<file path="src/rtl/entry_pkg.sv">
package entry_pkg;

    typedef enum logic [1:0] {
        CAUSE_RESET = 2'd0,
        CAUSE_NMI   = 2'd1,
        CAUSE_IRQ   = 2'd2,
        CAUSE_BRK   = 2'd3
    } cause_e;

    typedef enum logic [3:0] {
        ST_IDLE,
        ST_LEAD0,
        ST_LEAD1,
        ST_PUSH0,
        ST_PUSH1,
        ST_PUSH2,
        ST_VLO,
        ST_VHI,
        ST_FETCH
    } step_e;

endpackage

</file>
<file path="src/rtl/entry_vec_map.sv">
module entry_vec_map
    import entry_pkg::*;
#(
    parameter int ADDR_W = 16
) (
    input  cause_e              cause_i,
    output logic [ADDR_W-1:0]   vec_lo_addr_o
);
    localparam logic [ADDR_W-1:0] TOP_ADDR = '1;

    // Vector low byte sits at an even address below the top of memory.
    always_comb begin
        unique case (cause_i)
            CAUSE_NMI:   vec_lo_addr_o = TOP_ADDR - ADDR_W'(5);
            CAUSE_RESET: vec_lo_addr_o = TOP_ADDR - ADDR_W'(3);
            default:     vec_lo_addr_o = TOP_ADDR - ADDR_W'(1);
        endcase
    end
endmodule

</file>
<file path="src/rtl/entry_push_mux.sv">
module entry_push_mux #(
    parameter int ADDR_W  = 16,
    parameter int DATA_W  = 8,
    parameter int BRK_BIT = 4
) (
    input  logic [1:0]          idx_i,
    input  logic                brk_i,
    input  logic [ADDR_W-1:0]   pc_i,
    input  logic [DATA_W-1:0]   st_i,
    output logic [DATA_W-1:0]   byte_o
);
    logic [ADDR_W-1:0] ret_pc;
    logic [DATA_W-1:0] st_push;

    always_comb begin
        ret_pc           = brk_i ? pc_i + ADDR_W'(2) : pc_i;
        st_push          = st_i;
        st_push[BRK_BIT] = brk_i;
        unique case (idx_i)
            2'd0:    byte_o = ret_pc[ADDR_W-1 -: DATA_W];
            2'd1:    byte_o = ret_pc[DATA_W-1:0];
            default: byte_o = st_push;
        endcase
    end
endmodule

</file>
<file path="src/rtl/irq_entry_seq.sv">
module irq_entry_seq
    import entry_pkg::*;
#(
    parameter int ADDR_W   = 16,
    parameter int DATA_W   = 8,
    parameter logic [ADDR_W-DATA_W-1:0] STACK_PAGE = 1,
    parameter int IDIS_BIT = 2,
    parameter int BRK_BIT  = 4
) (
    input  logic                clk,
    input  logic                rst_n,
    input  logic                start_i,
    input  logic [1:0]          cause_i,
    input  logic [ADDR_W-1:0]   pc_i,
    input  logic [DATA_W-1:0]   sp_i,
    input  logic [DATA_W-1:0]   p_i,
    input  logic [DATA_W-1:0]   rdata_i,
    output logic [ADDR_W-1:0]   addr_o,
    output logic [DATA_W-1:0]   wdata_o,
    output logic                rw_o,
    output logic                busy_o,
    output logic                done_o,
    output logic [ADDR_W-1:0]   pc_o,
    output logic [DATA_W-1:0]   sp_o,
    output logic [DATA_W-1:0]   p_o
);
    localparam logic [DATA_W-1:0] IDIS_MASK = DATA_W'(1) << IDIS_BIT;

    typedef struct packed {
        step_e              step;
        cause_e             cause;
        logic [ADDR_W-1:0]  pc;
        logic [DATA_W-1:0]  sp;
        logic [DATA_W-1:0]  st;
        logic [DATA_W-1:0]  vlo;
        logic [DATA_W-1:0]  vhi;
    } seq_t;

    seq_t seq_q, seq_d;

    logic [ADDR_W-1:0] vec_lo_addr;
    logic [DATA_W-1:0] push_byte;
    logic [1:0]        push_idx;
    logic              is_reset;
    logic [ADDR_W-1:0] new_pc;

    entry_vec_map #(.ADDR_W(ADDR_W)) u_vec (
        .cause_i       (seq_q.cause),
        .vec_lo_addr_o (vec_lo_addr)
    );

    entry_push_mux #(.ADDR_W(ADDR_W), .DATA_W(DATA_W), .BRK_BIT(BRK_BIT)) u_push (
        .idx_i  (push_idx),
        .brk_i  (seq_q.cause == CAUSE_BRK),
        .pc_i   (seq_q.pc),
        .st_i   (seq_q.st),
        .byte_o (push_byte)
    );

    assign is_reset = (seq_q.cause == CAUSE_RESET);
    assign new_pc   = ADDR_W'({seq_q.vhi, seq_q.vlo});

    always_comb begin
        seq_d    = seq_q;
        addr_o   = pc_i;
        rw_o     = 1'b1;
        done_o   = 1'b0;
        push_idx = 2'd0;
        unique case (seq_q.step)
            ST_IDLE: begin
                if (start_i) begin
                    seq_d.step  = ST_LEAD0;
                    seq_d.cause = cause_e'(cause_i);
                end
            end
            ST_LEAD0: begin
                addr_o     = pc_i;
                seq_d.pc   = pc_i;
                seq_d.sp   = sp_i;
                seq_d.st   = p_i;
                seq_d.step = ST_LEAD1;
            end
            ST_LEAD1: begin
                addr_o     = seq_q.pc + ADDR_W'(1);
                seq_d.step = ST_PUSH0;
            end
            ST_PUSH0, ST_PUSH1, ST_PUSH2: begin
                addr_o   = {STACK_PAGE, seq_q.sp};
                rw_o     = is_reset;
                push_idx = (seq_q.step == ST_PUSH0) ? 2'd0 :
                           (seq_q.step == ST_PUSH1) ? 2'd1 : 2'd2;
                seq_d.sp = seq_q.sp - DATA_W'(1);
                seq_d.step = (seq_q.step == ST_PUSH0) ? ST_PUSH1 :
                             (seq_q.step == ST_PUSH1) ? ST_PUSH2 : ST_VLO;
            end
            ST_VLO: begin
                addr_o     = vec_lo_addr;
                seq_d.vlo  = rdata_i;
                seq_d.step = ST_VHI;
            end
            ST_VHI: begin
                addr_o     = vec_lo_addr + ADDR_W'(1);
                seq_d.vhi  = rdata_i;
                seq_d.step = ST_FETCH;
            end
            ST_FETCH: begin
                addr_o     = new_pc;
                done_o     = 1'b1;
                seq_d.step = ST_IDLE;
            end
            default: seq_d.step = ST_IDLE;
        endcase
    end

    assign wdata_o = push_byte;
    assign busy_o  = (seq_q.step != ST_IDLE);
    assign pc_o    = new_pc;
    assign sp_o    = seq_q.sp;
    assign p_o     = seq_q.st | IDIS_MASK;

    always_ff @(posedge clk or negedge rst_n) begin
        if (!rst_n) begin
            seq_q       <= '0;
            seq_q.step  <= ST_LEAD0;
            seq_q.cause <= CAUSE_RESET;
        end else begin
            seq_q <= seq_d;
        end
    end
endmodule

</file>
<file path="config.mk">
export PLATFORM = sky130hd
export DESIGN_NAME = irq_entry_seq
export DESIGN_NICKNAME = d
export VERILOG_FILES = /design/src/rtl/entry_pkg.sv /design/src/rtl/entry_vec_map.sv /design/src/rtl/entry_push_mux.sv /design/src/rtl/irq_entry_seq.sv
export SDC_FILE = /design/constraint.sdc
export NUM_CORES = 1
export LEC_CHECK = 0
export BUFFER_PORTS_ARGS = -buffer_cell sky130_fd_sc_hd__buf_4
export CAP_MARGIN = 0
export CORE_ASPECT_RATIO = 0.5
export CORE_MARGIN = 1.5
export CORE_UTILIZATION = 59
export CTS_CLUSTER_DIAMETER = 150
export CTS_CLUSTER_SIZE = 25
export DETAILED_ROUTE_END_ITERATION = 10
export PLACE_DENSITY = 0.94
export SYNTH_ARGS = -nofsm -noshare
export SYNTH_HDL_FRONTEND = slang
export SYNTH_HIERARCHICAL = 1
export SYNTH_SLANG_ARGS = --single-unit
</file>
<file path="constraint.sdc">
create_clock -name clk -period 8.3 [get_ports clk]
set_input_delay 0 -clock clk [delete_from_list [all_inputs] [get_ports clk]]
set_output_delay 0 -clock clk [all_outputs]
set_load 0.005 [all_outputs]
</file>
==> out/metrics.cfg <==
[grt]
antenna_found_initial = 0
grt_use_met1 = 0.455
grt_max_degree = 55
grt_pass1_wl_mm = 20.2
overflow = 0
grt_pass1_vias = 4084
grtUsageMet2 = 0.517
track_usage = 0.335
grt_use_met3 = 0.0815
busiest_layer = met2

[outcome]
status = finished clean

[cts]
clk_pin_slew_worst_paths_ns = 0.08
cts_inserted_buffers = 5
htree_levels = 2
cts_tree = built
cts_buffer_depth = 2
cts-root-buf = clkbuf_16
clk_latency_ns = 0.30
cts_sinks = 54

[sta]
skew_ns = 0.0106
max_freq_mhz = 257
finalSetupViolCount = 0
maxSlewHeadroom = 0.120
rsz0062_at_grt = no
tns_ns = 0
maxSlewViolCount = 0
fin_crit_sh = 0.469
final-hold-violation-count = 0
tightest_slew_ns = 1.32
layout_min_cycle_time_ns = 3.90

[cells_and_area]
area_growth_pct = 24.3
antenna_cells = 0
nNetsFinal = 659
multi_input_area_um2 = 2500
drive_above_1_share = 0.270
final_area_um2 = 5350
seqCellArea_um2 = 1350
fillers = 456
fin_cells = 704

[detailed_routing]
drt-initial-drc-count = 639
dr.pass1.iters = 6
drcViolationCount = 0
num_vias = 4354
wl_mm = 12.9
vias_per_cell = 6.18
wl_per_cell_um = 18.3
ant_nets = 0

[die]
core_um2 = 6860
num_rows = 21
ios = 104
die_area_um2 = 7840
initial_core_util = 0.627
die_h_um = 63.4
die_x_um = 124

[critical_path]
worstPathMaxFanout = 36
critPathArrivalTime_ns = 3.90
r2r_cells = 3
cp-start-kind = register
worst-r2r-setup-slack_ns = 5.57
crit_required_ns = 8.30
r2r_end = pc_o[1]
r2r_start = seq_q[52]
crit_type = reg -> out
end_kind = primary output

[power]
max-vdd-ir-drop_uv = 236
p_switching_mw = 1.02
internal_power_mw = 1.20
power_frac_seq = 0.295
swShare = 0.458
pwr-share-clk = 0.113
pwr-share-comb = 0.592
p_leak_nw = 2.39
p_per_area_nw_per_um2 = 415

[synth]
synth_ff_type = dfrtp_1
syn_inst = 521
netlist_area_um2 = 4300
netlist.top_cell.by_area = dfrtp_1
async_flop_share = 1.00
ys_seq_area_frac = 0.314
synth_cell_types = 58
yosysWarnings = 6
synth_top_area_frac = 0.308
synthTopCellsByArea = dfrtp_1 (31%), mux2_2 (8.6%), buf_4 (8.0%)
synth-edff-count = 0
synth_area_per_cell_um2 = 8.26
ys_seq_elements = 54

[placed_design]
dpl.cell_count = 658
portBuffers = 102
gp_congestion = 0.945
placed_cell_area_um2 = 4790
dpl.hpwl_mm = 8.65

[hold_path]
hold_class = in -> reg
hold_path.startpoint = start_i
hold_depth = 3
hold_end = seq_q[50]

[run]
cap_viol_max_count = 0

==> state kept, by name, indices dropped and copies added (netlist names) <==
register and flops:
pc_o 16, p_o 7, seq_q 23, sp_o 8
==> cell type report <==
type                            count  area share
Timing Repair Buffer              143       0.219
Multi-Input combinational cell    397       0.467
Sequential cell                    54       0.253
Tap cell                           92      0.0215
Clock buffer                        5      0.0234
Inverter                           10     0.00702
Clock inverter                      3     0.00913
==> worst max path at each step <==
stage | to | slack (ns) | start | cells after the start
2_1_floorplan | addr_o[12] | 5.61 | seq_q[50] | 14
3_3_place_gp | addr_o[12] | 5.01 | seq_q[50] | 12
3_5_place_dp | addr_o[12] | 4.87 | seq_q[50] | 12
4_1_cts | addr_o[12] | 4.48 | seq_q[50] | 12
5_1_grt | addr_o[14] | 4.08 | seq_q[52] | 12
6_report | addr_o[12] | 4.40 | seq_q[52] | 12
==> per-stage QoR <==
stage	hold slack [ns]	power, mW	utilization	setup slack [ns]
CTS	0.0108	2.17	0.780	4.48
global route	0.0238	2.36	0.780	4.08
detailed placement	0.0917	1.90	0.699	4.87
finish	0.0113	2.22	0.780	4.40
global placement	0.0844	1.86	0.699	5.01
floorplan	-0.296	1.48	-	5.61
==> synth_stat cells (2+ instances only) <==
cell type  count
a31oi_1        2
buf_1          3
a32oi_1        2
o211ai_1       4
mux2i_1       11
nor4_2         2
xnor2_1       14
a222oi_1       2
o21ai_1        2
xor2_1         8
nand4_4        2
a221o_1        2
or2_2          4
ha_1           3
a22oi_1        5
buf_2         10
o221ai_1       3
nor2_1        44
o22ai_1        7
conb_1         3
nand2_1       78
inv_1          9
and2_1         5
o22a_1         4
or3_1          3
mux2_2        33
o21ai_0       19
nor4_1         5
o31a_1         2
and3_1         2
dfrtp_1       53
a21oi_1       43
nand4_1        6
a221oi_1       5
nand3b_1       3
nor3_1         8
nand3_2        2
o31ai_1        2
clkbuf_1      12
nand2b_1       7
nand3_1       22
buf_4         46
o21a_1         4
==> worst max-delay path, cell delays in order, from the launching register on <==
cell      delay, ns
dfrtp_1        0.67
nand4b_4       0.59
inv_1          0.69
nand2_1        0.10
nand2_1        0.08
ha_1           0.24
nand2_1        0.09
nor4_1         0.30
a31o_2         0.23
nand3_1        0.10
xor2_1         0.16
o21a_1         0.17
buf_4          0.13
==> kinds of logic (layout without fill, tap and decap cells) <==
kind of cell | count (synthesis) | in the layout | synth area share
compound gates | 112 | 112 | 0.164
xor+xnor | 22 | 22 | 0.0448
fa+ha+maj | 3 | 3 | 0.00873
buf+inv | 82 | 161 | 0.116
flops | 54 | 54 | 0.314
mux | 45 | 45 | 0.117
other cells | 3 | 15 | 0.00262
simple gates | 200 | 200 | 0.232
==> power groups by stage <==
stage	registers, mW	logic (mW)	clock network (mW)
floorplan	0.535	0.940	0
global placement	0.629	1.23	0
detailed placement	0.638	1.26	0
CTS	0.640	1.28	0.251
global route	0.670	1.42	0.263
finish	0.653	1.31	0.251
==> routing by layer <==
layer	part of all wire	wire (um)
met5	0	0
met2	0.45	5780
met1	0.41	5240
met4	0.030	389
met3	0.12	1480
==> timing repair <==
action                     in CTS  in global routing
setup endpoints to repair       0                  0
hold buffers                   38                  0
buffers inserted                0                  0
hold endpoints to repair       98                  0
resized for setup               0                  0
==> cell usage in the layout (no fill, tap or decap), drive strengths merged, types with 3 or more instances in the layout <==
master / netlist / final
buf: 60 / 105
nand2: 78 / 78
dfrtp: 53 / 53
nor2: 44 / 44
a21oi: 43 / 43
dlygate4sd3: 0 / 38
mux2: 33 / 33
nand3: 24 / 24
o21ai: 21 / 21
conb: 3 / 15
xnor2: 14 / 14
mux2i: 11 / 11
inv: 9 / 10
nor3: 9 / 9
nand4: 9 / 9
xor2: 8 / 8
nand2b: 7 / 7
o22ai: 7 / 7
nor4: 7 / 7
a221oi: 5 / 5
and2: 5 / 5
a22oi: 5 / 5
clkbuf: 12 / 5
or2: 5 / 5
o21a: 4 / 4
o22a: 4 / 4
o211ai: 4 / 4
nand3b: 3 / 3
or3: 3 / 3
ha: 3 / 3
o221ai: 3 / 3
Note: power is estimated with default switching activity, not from simulation.
